--- src/rtl/env_pkg.sv ---
package env_pkg;
   typedef enum logic {
      ENV_DOWN = 1'b0,
      ENV_UP   = 1'b1
   } env_dir_e;

   typedef enum logic [1:0] {
      ACT_HOLD    = 2'd0,
      ACT_STEP    = 2'd1,
      ACT_WRAP    = 2'd2,
      ACT_RESTART = 2'd3
   } env_act_e;
endpackage

--- src/rtl/env_period_calc.sv ---
module env_period_calc #(
   parameter int IVAL_W    = 3,
   parameter int STEP_BASE = 307220,
   parameter int CNT_W     = 22,
   parameter bit MULT_IMPL = 1'b0
) (
   input  logic [IVAL_W-1:0] ival,
   output logic [CNT_W-1:0]  period_m1
);
   localparam int NP_W = IVAL_W + 1;
   localparam logic [CNT_W:0] BASE_V = (CNT_W+1)'(STEP_BASE);

   logic [NP_W-1:0] nplus;
   logic [CNT_W:0]  full;
   logic [CNT_W:0]  full_m1;

   assign nplus = NP_W'(ival) + NP_W'(1);

   generate
      if (MULT_IMPL) begin : g_mult
         assign full = (CNT_W+1)'((CNT_W+1)'(nplus) * BASE_V);
      end else begin : g_shadd
         logic [CNT_W:0] part [NP_W];
         for (genvar k = 0; k < NP_W; k++) begin : g_term
            assign part[k] = nplus[k] ? (BASE_V << k) : '0;
         end
         always_comb begin
            full = '0;
            for (int k = 0; k < NP_W; k++) full = full + part[k];
         end
      end
   endgenerate

   assign full_m1   = full - (CNT_W+1)'(1);
   assign period_m1 = full_m1[CNT_W-1:0];
endmodule

--- src/rtl/env_step_timer.sv ---
module env_step_timer #(
   parameter int CNT_W = 22
) (
   input  logic             clk,
   input  logic             rst_n,
   input  logic             run,
   input  logic             restart,
   input  logic [CNT_W-1:0] period_m1,
   output logic             expire
);
   logic [CNT_W-1:0] left_q;
   logic             at_zero;

   assign at_zero = (left_q == '0);
   assign expire  = run && at_zero;

   always_ff @(posedge clk) begin
      if (!rst_n) begin
         left_q <= '0;
      end else if (restart) begin
         left_q <= period_m1;
      end else if (run) begin
         if (at_zero) left_q <= period_m1;
         else         left_q <= left_q - CNT_W'(1);
      end
   end
endmodule

--- src/rtl/env_level_stepper.sv ---
module env_level_stepper
   import env_pkg::*;
#(
   parameter int LVL_W = 4
) (
   input  logic             clk,
   input  logic             rst_n,
   input  logic             step,
   input  logic             restart,
   input  env_dir_e         dir,
   input  logic             rep,
   input  logic [LVL_W-1:0] reload,
   output logic [LVL_W-1:0] level
);
   localparam logic [LVL_W-1:0] TOP = {LVL_W{1'b1}};

   logic [LVL_W-1:0] lvl_q;
   logic             at_end;
   env_act_e         act;

   assign at_end = (dir == ENV_UP) ? (lvl_q == TOP) : (lvl_q == '0);

   always_comb begin
      if (restart)              act = ACT_RESTART;
      else if (!step)           act = ACT_HOLD;
      else if (!at_end)         act = ACT_STEP;
      else if (rep)             act = ACT_WRAP;
      else                      act = ACT_HOLD;
   end

   always_ff @(posedge clk) begin
      if (!rst_n) begin
         lvl_q <= '0;
      end else begin
         unique case (act)
            ACT_RESTART, ACT_WRAP: lvl_q <= reload;
            ACT_STEP: lvl_q <= (dir == ENV_UP) ? lvl_q + LVL_W'(1)
                                               : lvl_q - LVL_W'(1);
            default: lvl_q <= lvl_q;
         endcase
      end
   end

   assign level = lvl_q;
endmodule

--- src/rtl/env_volume_gen.sv ---
module env_volume_gen
   import env_pkg::*;
#(
   parameter int LVL_W     = 4,
   parameter int IVAL_W    = 3,
   parameter int STEP_BASE = 307220,
   parameter bit MULT_IMPL = 1'b0,
   localparam int CNT_W    = ($clog2((2**IVAL_W) * STEP_BASE) < 1) ? 1
                             : $clog2((2**IVAL_W) * STEP_BASE)
) (
   input  logic              clk,
   input  logic              rst_n,
   input  logic              env_en,
   input  logic              dir_up,
   input  logic              rep_en,
   input  logic [LVL_W-1:0]  start_lvl,
   input  logic [IVAL_W-1:0] step_ival,
   input  logic              restart,
   output logic [LVL_W-1:0]  level_o
);
   generate
      if (LVL_W < 1) begin : g_bad_lvl
         $error("env_volume_gen: LVL_W must be at least 1");
      end
      if (IVAL_W < 1 || IVAL_W > 16) begin : g_bad_ival
         $error("env_volume_gen: IVAL_W must lie in 1..16");
      end
      if (STEP_BASE < 1) begin : g_bad_base
         $error("env_volume_gen: STEP_BASE must be positive");
      end
   endgenerate

   logic [CNT_W-1:0] period_m1;
   logic             step_fire;
   env_dir_e         dir_sel;

   assign dir_sel = dir_up ? ENV_UP : ENV_DOWN;

   env_period_calc #(
      .IVAL_W   (IVAL_W),
      .STEP_BASE(STEP_BASE),
      .CNT_W    (CNT_W),
      .MULT_IMPL(MULT_IMPL)
   ) u_period (
      .ival     (step_ival),
      .period_m1(period_m1)
   );

   env_step_timer #(
      .CNT_W(CNT_W)
   ) u_timer (
      .clk      (clk),
      .rst_n    (rst_n),
      .run      (env_en),
      .restart  (restart),
      .period_m1(period_m1),
      .expire   (step_fire)
   );

   env_level_stepper #(
      .LVL_W(LVL_W)
   ) u_level (
      .clk    (clk),
      .rst_n  (rst_n),
      .step   (step_fire),
      .restart(restart),
      .dir    (dir_sel),
      .rep    (rep_en),
      .reload (start_lvl),
      .level  (level_o)
   );
endmodule

--- config.mk ---
export PLATFORM = sky130hd
export DESIGN_NAME = env_volume_gen
export DESIGN_NICKNAME = d
export VERILOG_FILES = /design/src/rtl/env_pkg.sv /design/src/rtl/env_period_calc.sv /design/src/rtl/env_step_timer.sv /design/src/rtl/env_level_stepper.sv /design/src/rtl/env_volume_gen.sv
export SDC_FILE = /design/constraint.sdc
export NUM_CORES = 1
export LEC_CHECK = 0
export BUFFER_PORTS_ARGS = -buffer_cell sky130_fd_sc_hd__buf_2
export CORE_MARGIN = 4
export CORE_UTILIZATION = 50
export DETAILED_ROUTE_END_ITERATION = 8
export PLACE_DENSITY = 0.68
export SETUP_SLACK_MARGIN = 0.02
export SYNTH_ARGS = -nofsm -noshare
export SYNTH_HDL_FRONTEND = slang
export SYNTH_HIERARCHICAL = 1
export SYNTH_SLANG_ARGS = --single-unit
--- constraint.sdc ---
create_clock -name clk -period 6.9 [get_ports clk]
set_clock_uncertainty 0.05 [all_clocks]
set_input_delay 0.69 -clock clk [delete_from_list [all_inputs] [get_ports clk]]
set_output_delay 0.69 -clock clk [all_outputs]
set_load 0.05 [all_outputs]
==> impl_metrics.sql, run 1 <==
INSERT INTO impl_metrics (metric_group, metric, value, unit) VALUES
('status', 'run_status', 'complete, no violations', ''),
('clock_tree', 'ctsHoldBuffers', '0', ''),
('placement', 'place.port_buffers', '16', ''),
('drt', 'wl', '7.01', 'mm'),
('global_routing', 'initial_antenna_violation_count', '0', ''),
('power_and_ir_drop', 'fin_total_pwr', '622', 'uW'),
('drt', 'drt_initial_violations', '326', ''),
('power_and_ir_drop', 'power_frac_comb', '0.517', ''),
('drt', 'ant_nets', '0', ''),
('setup_path', 'reg2regPathDepth', '8', ''),
('setup_path', 'cp_data_arrival_time', '4540', 'ps'),
('clock_tree', 'clock_sinks', '26', ''),
('setup_path', 'kind_of_end_point_of_the_critical_path', 'register', ''),
('clock_tree', 'clk_root_buffer_cell', 'sky130_fd_sc_hd__clkbuf_8', ''),
('yosys', 'ys_types', '83', ''),
('global_routing', 'grt_overflow', '0', ''),
('flow_run', 'drv_cap', '0', ''),
('floorplanning', 'io-pin-count', '17', ''),
('clock_tree', 'clock_latency', '280', 'ps'),
('sta', 'finalHoldViolCount', '0', ''),
('clock_tree', 'cts_tree', 'done', ''),
('yosys', 'async_flop_share', '0', ''),
('power_and_ir_drop', 'power_report.internal_total', '350', 'uW'),
('setup_path', 'critical_path_class', 'input port to register', ''),
('drt', 'highest_layer', 'met4', ''),
('final_layout', 'final_cell_area', '2930', 'sq um'),
('setup_path', 'timing.critical_path.from', 'step_ival[0]', ''),
('setup_path', 'r2r_end', 'u_level/level[1]$_SDFFE_PN0P_', ''),
('clock_tree', 'post_cts_resize_count', '0', ''),
('setup_path', 'critical_path.startpoint_type', 'input port', ''),
('yosys', 'netlist_instances', '338', ''),
('global_routing', 'grt_pass1_wl', '11.5', 'mm'),
('yosys', 'ys_seq_elements', '26', ''),
('floorplanning', 'die-width', '82.4', 'um'),
('clock_tree', 'htree_num_levels', '1', ''),
('final_layout', 'area_growth', '5.60', '%'),
('floorplanning', 'floorplan.core_area', '5240', 'sq um'),
('global_routing', 'maximum_number_of_pins_on_one_net_before_global_route_repair', '23', ''),
('setup_path', 'crit_path_cell_trace', 'buf_2 -> inv_1 -> ha_1 -> inv_1 -> ha_1 -> inv_1 -> ha_1 -> xor2_1 -> ha_1 -> a21o_1 -> a31oi_1 -> o211ai_2 -> inv_2 -> o41a_1 -> xor2_1 -> o22ai_1 -> a221oi_1', ''),
('final_layout', 'fill_cells', '476', ''),
('yosys', 'ys_seq_area_frac', '0.188', ''),
('sta', 'worst_slew_margin_rel', '0.320', ''),
('placement', 'place_area', '2870', 'sq um'),
('sta', 'timing.final.crit_period', '4410', 'ps'),
('sta', 'rsz0062_at_grt', 'false', ''),
('clock_tree', 'cts_inserted_buffers', '3', ''),
('setup_path', 'timing.critical_path.buf_inv', '5', ''),
('global_routing', 'first_global_vias', '2333', ''),
('drt', 'drc', '0', ''),
('drt', 'num_vias', '2613', ''),
('sta', 'setup_viol_count_final', '0', ''),
('floorplanning', 'chip_height', '82.4', 'um'),
('power_and_ir_drop', 'share_seq_of_total_power', '0.319', ''),
('drt', 'route.met2.wl', '3.29', 'mm'),
('power_and_ir_drop', 'cellLeakagePower', '0.00120', 'uW'),
('setup_path', 'critical_path.reg2reg.startpoint', 'u_timer/left_q[0]$_SDFFE_PN0P_', ''),
('sta', 'final_max_slew_violation_count', '0', ''),
('drt', 'dr.pass1.iters', '5', ''),
('yosys', 'ys_warn_count', '6', ''),
('yosys', 'syn_area', '2770', 'sq um'),
('final_layout', 'fin_nets', '387', ''),
('placement', 'hpwlAfterDp', '5.42', 'mm'),
('setup_path', 'cp_data_required_time', '7040', 'ps'),
('final_layout', 'fin_cells', '415', ''),
('power_and_ir_drop', 'worst_ir_drop_vdd', '91.5', 'uV'),
('clock_tree', 'cts_max_path_buffers', '2', ''),
('placement', 'place.detailed.instances', '411', ''),
('power_and_ir_drop', 'switching_share_of_power', '0.437', ''),
('hold_path', 'timing.hold.worst.class', 'register to register', ''),
('floorplanning', 'die_area', '6800', 'sq um'),
('floorplanning', 'floorplan.rows', '26', '');
[sequential cells by signal (all words and copies together), names as in the netlist]
register,count
u_timer/left_q,22
u_level/level,4
[final cells by class]
class	count	area (sq um)	share of cell area
well taps	70	87.6	0.0299
clock buffers	4	55.1	0.0188
repair buffers	16	80.1	0.0274
inverters	28	105	0.0359
multi-input cells	271	2080	0.710
flip-flops and latches	26	520	0.178
[logic make-up after synthesis]
group,after synthesis,share of synthesized area
AO/OA/AOI/OAI,104,0.288
XOR/XNOR,23,0.0754
adder cells (fa/ha/maj),29,0.141
buffers and inverters,42,0.0637
flip-flops,26,0.188
multiplexers,3,0.0108
other,1,0.00135
AND/OR/NAND/NOR,110,0.232
[worst register-to-register path: cells and delay by family, from the launching register on]
kind            cells  cell delay (ps)
simple gates        4             1550
fa+ha+maj           1              170
buf+inv             1               70
flops               1              370
compound gates      2              650
[through the flow]
step                utilization  worst slack [ps]
global route              0.559              2250
CTS                       0.559              2500
global placement          0.548              2310
detailed placement        0.548              2230
floorplan                     -              3000
finish                    0.559              2490
[power groups by stage]
stage	registers [uW]	clock network [uW]	logic (uW)
2_1_floorplan	201	0	248
3_3_place_gp	200	0	315
3_5_place_dp	201	0	317
4_1_cts	197	104	319
5_1_grt	201	111	355
6_report	199	102	322
[layout by cell type, fill, tap and decap left out, types with 3 or more instances in the layout]
cell                        count
sky130_fd_sc_hd__inv_1         26
sky130_fd_sc_hd__dfxtp_1       26
sky130_fd_sc_hd__ha_1          24
sky130_fd_sc_hd__nor2_1        22
sky130_fd_sc_hd__a21oi_1       21
sky130_fd_sc_hd__nand2_1       20
sky130_fd_sc_hd__o21ai_0       17
sky130_fd_sc_hd__buf_2         16
sky130_fd_sc_hd__xor2_1        13
sky130_fd_sc_hd__nand3_1       12
sky130_fd_sc_hd__nor3_1        11
sky130_fd_sc_hd__xnor2_1        9
sky130_fd_sc_hd__a31oi_1        7
sky130_fd_sc_hd__nor2b_1        6
sky130_fd_sc_hd__clkbuf_8       4
sky130_fd_sc_hd__o21a_1         4
sky130_fd_sc_hd__fa_1           4
sky130_fd_sc_hd__nor4_1         4
sky130_fd_sc_hd__o2bb2ai_1      4
sky130_fd_sc_hd__a211oi_1       4
sky130_fd_sc_hd__mux2i_1        3
sky130_fd_sc_hd__a222oi_1       3
sky130_fd_sc_hd__a21o_1         3
sky130_fd_sc_hd__nand3b_1       3
sky130_fd_sc_hd__nand2b_1       3
sky130_fd_sc_hd__and3_1         3
sky130_fd_sc_hd__nand4_1        3
sky130_fd_sc_hd__or3_1          3
sky130_fd_sc_hd__a22oi_1        3
sky130_fd_sc_hd__or4_1          3
[how the worst min path moves through the flow]
stage	from	cells past startpoint	slack, ps	to
final	u_timer/left_q[17]$_SDFFE_PN0P_	2	450	u_timer/left_q[17]$_SDFFE_PN0P_
after global routing	u_timer/left_q[17]$_SDFFE_PN0P_	2	480	u_timer/left_q[17]$_SDFFE_PN0P_
after CTS	u_timer/left_q[17]$_SDFFE_PN0P_	2	450	u_timer/left_q[17]$_SDFFE_PN0P_
after detailed placement	u_timer/left_q[17]$_SDFFE_PN0P_	2	440	u_timer/left_q[17]$_SDFFE_PN0P_
after global placement	u_timer/left_q[17]$_SDFFE_PN0P_	2	420	u_timer/left_q[17]$_SDFFE_PN0P_
after floorplan	u_timer/left_q[17]$_SDFFE_PN0P_	2	410	u_timer/left_q[17]$_SDFFE_PN0P_
[Yosys cell counts (all sizes together) (4+ instances only)]
cell type	count	area, sq um
inv	27	101
dfxtp	26	521
ha	24	300
nor2	23	88.8
a21oi	22	114
nand2	20	75.1
o21ai	19	103
xor2	14	130
nand3	12	60.1
nor3	12	65.1
a31oi	9	77.6
xnor2	9	78.8
buf	7	42.5
clkbuf	7	28.8
nor2b	6	37.5
nor4	6	58.8
a211oi	5	42.5
a21o	4	31.3
a22oi	4	43.8
fa	4	80.1
nand4	4	31.3
o21a	4	30.0
o2bb2ai	4	35.0
[metal layers]
metal | vias to the layer above | global-route usage
met5 | - | 0
met4 | 0 | 0.0681
met3 | 17 | 0.0174
met2 | 98 | 0.360
met1 | 1223 | 0.294
li1 | 1275 | -
Note: power is estimated with default switching activity, not from simulation.
==> run 2: changes to the inputs <==
--- a/config.mk
+++ b/config.mk
@@ -9,7 +9,7 @@
 export CORE_MARGIN = 4
 export CORE_UTILIZATION = 50
 export DETAILED_ROUTE_END_ITERATION = 8
-export PLACE_DENSITY = 0.68
+export PLACE_DENSITY = 0.7
 export SETUP_SLACK_MARGIN = 0.02
 export SYNTH_ARGS = -nofsm -noshare
 export SYNTH_HDL_FRONTEND = slang
==> constraint.sdc (replaced) <==
create_clock -name clk -period 3.7 [get_ports clk]
set_clock_uncertainty 0.05 [all_clocks]
set_input_delay 0.37 -clock clk [delete_from_list [all_inputs] [get_ports clk]]
set_output_delay 0.37 -clock clk [all_outputs]
set_load 0.05 [all_outputs]
==> impl_metrics.sql, run 2 (synthesis results as in run 1) <==
INSERT INTO impl_metrics (metric_group, metric, value, unit) VALUES
('hold_path', 'timing.hold.worst.class', 'input port to register', ''),
('final_layout', 'sequential_cell_area', '520', 'sq um'),
('power_and_ir_drop', 'power.share.clock', '0.162', ''),
('power_and_ir_drop', 'power_frac_comb', '0.522', ''),
('floorplanning', 'die-width', '82.4', 'um'),
('clock_tree', 'cts_tree', 'done', ''),
('setup_path', 'crit_path_top_delay_cell', 'sky130_fd_sc_hd__fa_1', ''),
('placement', 'hpwlAfterDp', '5.30', 'mm'),
('clock_tree', 'cts_inserted_buffers', '3', ''),
('setup_path', 'cp_data_arrival_time', '3530', 'ps'),
('clock_tree', 'clk_root_buffer_cell', 'sky130_fd_sc_hd__clkbuf_8', ''),
('setup_path', 'critical_path.reg2reg.startpoint', 'u_timer/left_q[16]$_SDFFE_PN0P_', ''),
('placement', 'place.port_buffers', '16', ''),
('setup_path', 'timing.critical_path.buf_inv', '3', ''),
('drt', 'wl', '6.90', 'mm'),
('global_routing', 'globalRoute.busiestLayer', 'met2', ''),
('global_routing', 'grt_overflow', '0', ''),
('setup_path', 'r2r_end', 'u_timer/left_q[19]$_SDFFE_PN0P_', ''),
('setup_path', 'kind_of_end_point_of_the_critical_path', 'register', ''),
('sta', 'rsz0062_at_grt', 'false', ''),
('floorplanning', 'start_util', '0.529', ''),
('drt', 'drt_initial_violations', '279', ''),
('setup_path', 'worst-path-stages', '15', ''),
('floorplanning', 'floorplan.rows', '26', ''),
('final_layout', 'area_growth', '8.85', '%'),
('final_layout', 'antenna-diode-count', '0', ''),
('final_layout', 'number_of_flip_flops_under_the_largest_register_name', '22', ''),
('flow_run', 'drv_cap', '0', ''),
('final_layout', 'top_register', 'u_timer/left_q', ''),
('floorplanning', 'die_area', '6800', 'sq um'),
('drt', 'ant_nets', '0', ''),
('setup_path', 'cp_top_family', 'adder cells', ''),
('global_routing', 'gr-usage-met3', '0.0195', ''),
('hold_path', 'hold-path-endpoint', 'u_level/level[2]$_SDFFE_PN0P_', ''),
('setup_path', 'crit_path_cell_trace', 'buf_2 -> ha_1 -> xor2_1 -> inv_1 -> ha_1 -> fa_1 -> inv_1 -> ha_1 -> o31ai_4 -> o21ai_2 -> a31o_1 -> a221o_1 -> nor3b_2 -> a32oi_1 -> a21oi_1', ''),
('global_routing', 'maximum_number_of_pins_on_one_net_before_global_route_repair', '23', ''),
('power_and_ir_drop', 'cellPowerDensity', '388', 'nW/um^2'),
('hold_path', 'worst_hold_path.num_cells', '3', ''),
('clock_tree', 'htree_num_levels', '1', ''),
('drt', 'dr.pass1.iters', '5', ''),
('final_layout', 'final_cell_area', '3020', 'sq um'),
('sta', 'setup_viol_count_final', '0', ''),
('floorplanning', 'chip_height', '82.4', 'um'),
('sta', 'finalHoldViolCount', '0', ''),
('drt', 'drc', '0', ''),
('power_and_ir_drop', 'share_seq_of_total_power', '0.316', ''),
('global_routing', 'grt_util_all_layers', '0.214', ''),
('setup_path', 'cp_slowest_stage_delay', '560', 'ps'),
('global_routing', 'grt_pass1_wl', '11.4', 'mm'),
('final_layout', 'fin_nets', '399', ''),
('sta', 'achievable-frequency', '297', 'MHz'),
('power_and_ir_drop', 'switching_share_of_power', '0.430', ''),
('power_and_ir_drop', 'cellLeakagePower', '0.00126', 'uW'),
('clock_tree', 'ctsHoldBuffers', '0', ''),
('final_layout', 'fill_cells', '495', ''),
('final_layout', 'multiInputGateArea', '2080', 'sq um'),
('sta', 'hold_slack', '330', 'ps'),
('global_routing', 'grt.met1_usage', '0.271', ''),
('global_routing', 'met2_usage', '0.379', ''),
('setup_path', 'critical_path_class', 'input port to register', ''),
('sta', 'finalCritPeriodShare', '0.911', ''),
('final_layout', 'final_util', '0.576', ''),
('hold_path', 'timing.hold.worst.start', 'start_lvl[2]', ''),
('setup_path', 'reg2regPathDepth', '5', ''),
('sta', 'worst_slew_margin_rel', '0.530', ''),
('sta', 'setup_total_negative_slack', '0', 'ps'),
('power_and_ir_drop', 'worst_ir_drop_vdd', '173', 'uV'),
('clock_tree', 'post_cts_resize_count', '0', ''),
('placement', 'place_area', '2960', 'sq um'),
('clock_tree', 'clock_sinks', '26', ''),
('clock_tree', 'post-cts-setup-buffer-count', '0', ''),
('clock_tree', 'cts_max_path_buffers', '2', ''),
('floorplanning', 'io-pin-count', '17', ''),
('drt', 'avgViaCountPerCell', '6.15', ''),
('clock_tree', 'clock_latency', '270', 'ps'),
('drt', 'num_vias', '2624', ''),
('setup_path', 'crit_top_cell', 'sky130_fd_sc_hd__ha_1', ''),
('final_layout', 'drive_above_1_share', '0.160', ''),
('power_and_ir_drop', 'power.switching', '503', 'uW'),
('status', 'run_status', 'complete, no violations', ''),
('sta', 'worst_pin_slew', '698', 'ps'),
('setup_path', 'critical_path.startpoint_type', 'input port', ''),
('sta', 'timing.final.crit_period', '3370', 'ps'),
('drt', 'wire_per_inst', '16.2', 'um'),
('setup_path', 'cp_data_required_time', '3860', 'ps'),
('clock_tree', 'worst_setup_hold_path_clk_slew', '100', 'ps'),
('global_routing', 'initial_antenna_violation_count', '0', ''),
('floorplanning', 'floorplan.core_area', '5240', 'sq um'),
('power_and_ir_drop', 'power_report.internal_total', '667', 'uW'),
('setup_path', 'crit_path_max_fanout', '6', ''),
('setup_path', 'timing.reg2reg.setup_slack', '1310', 'ps'),
('global_routing', 'first_global_vias', '2443', ''),
('sta', 'final_max_slew_violation_count', '0', ''),
('final_layout', 'mostFrequentLayoutCells', 'sky130_fd_sc_hd__inv_1, sky130_fd_sc_hd__dfxtp_1, sky130_fd_sc_hd__ha_1', ''),
('placement', 'global_placer_s_final_weighted_congestion', '0.917', '');
==> run 2: cell types whose count changed in the layout (fill, tap and decap cells not counted) <==
cell                    delta
sky130_fd_sc_hd__buf_4    +12
==> run 2: stage by stage <==
step,setup slack (ps),power (uW),std cells
after floorplan,119,837,339
after global placement,113,967,423
after detailed placement,17.3,977,423
after CTS,328,1170,427
after global routing,119,1260,427
final,330,1170,427
==> run 2: power groups by stage <==
stage	sequential, uW	clock (uW)	combinational, uW
floorplan	375	0	462
global placement	373	0	594
detailed placement	374	0	603
CTS	368	196	606
global route	376	202	678
finish	370	190	610
==> run 2: worst min-delay path: cells and delay by family <==
kind	cells	cell delay (ps)
buffers and inverters	1	90
AND/OR/NAND/NOR	1	100
AO/OA/AOI/OAI	1	60
==> run 2: routing by layer <==
layer  wire (um)  vias up
li1            -     1299
met1        3160     1226
met2        3320       93
met3         333        6
met4          82        0
met5           0        -
==> run 2: worst max path at each step <==
stage | from | endpoint | slack (ps)
global placement | step_ival[1] | u_timer/left_q[21]$_SDFFE_PN0P_ | 110
finish | step_ival[1] | u_timer/left_q[21]$_SDFFE_PN0P_ | 330
global route | step_ival[1] | u_timer/left_q[16]$_SDFFE_PN0P_ | 120
CTS | step_ival[1] | u_timer/left_q[21]$_SDFFE_PN0P_ | 330
detailed placement | step_ival[1] | u_timer/left_q[21]$_SDFFE_PN0P_ | 20
floorplan | step_ival[0] | u_timer/left_q[21]$_SDFFE_PN0P_ | 120
==> run 2: final cells by class <==
type | instances | area share
multi-input cells | 271 | 0.689
flip-flops and latches | 26 | 0.173
repair buffers | 28 | 0.0564
inverters | 28 | 0.0349
well taps | 70 | 0.0290
clock buffers | 4 | 0.0183
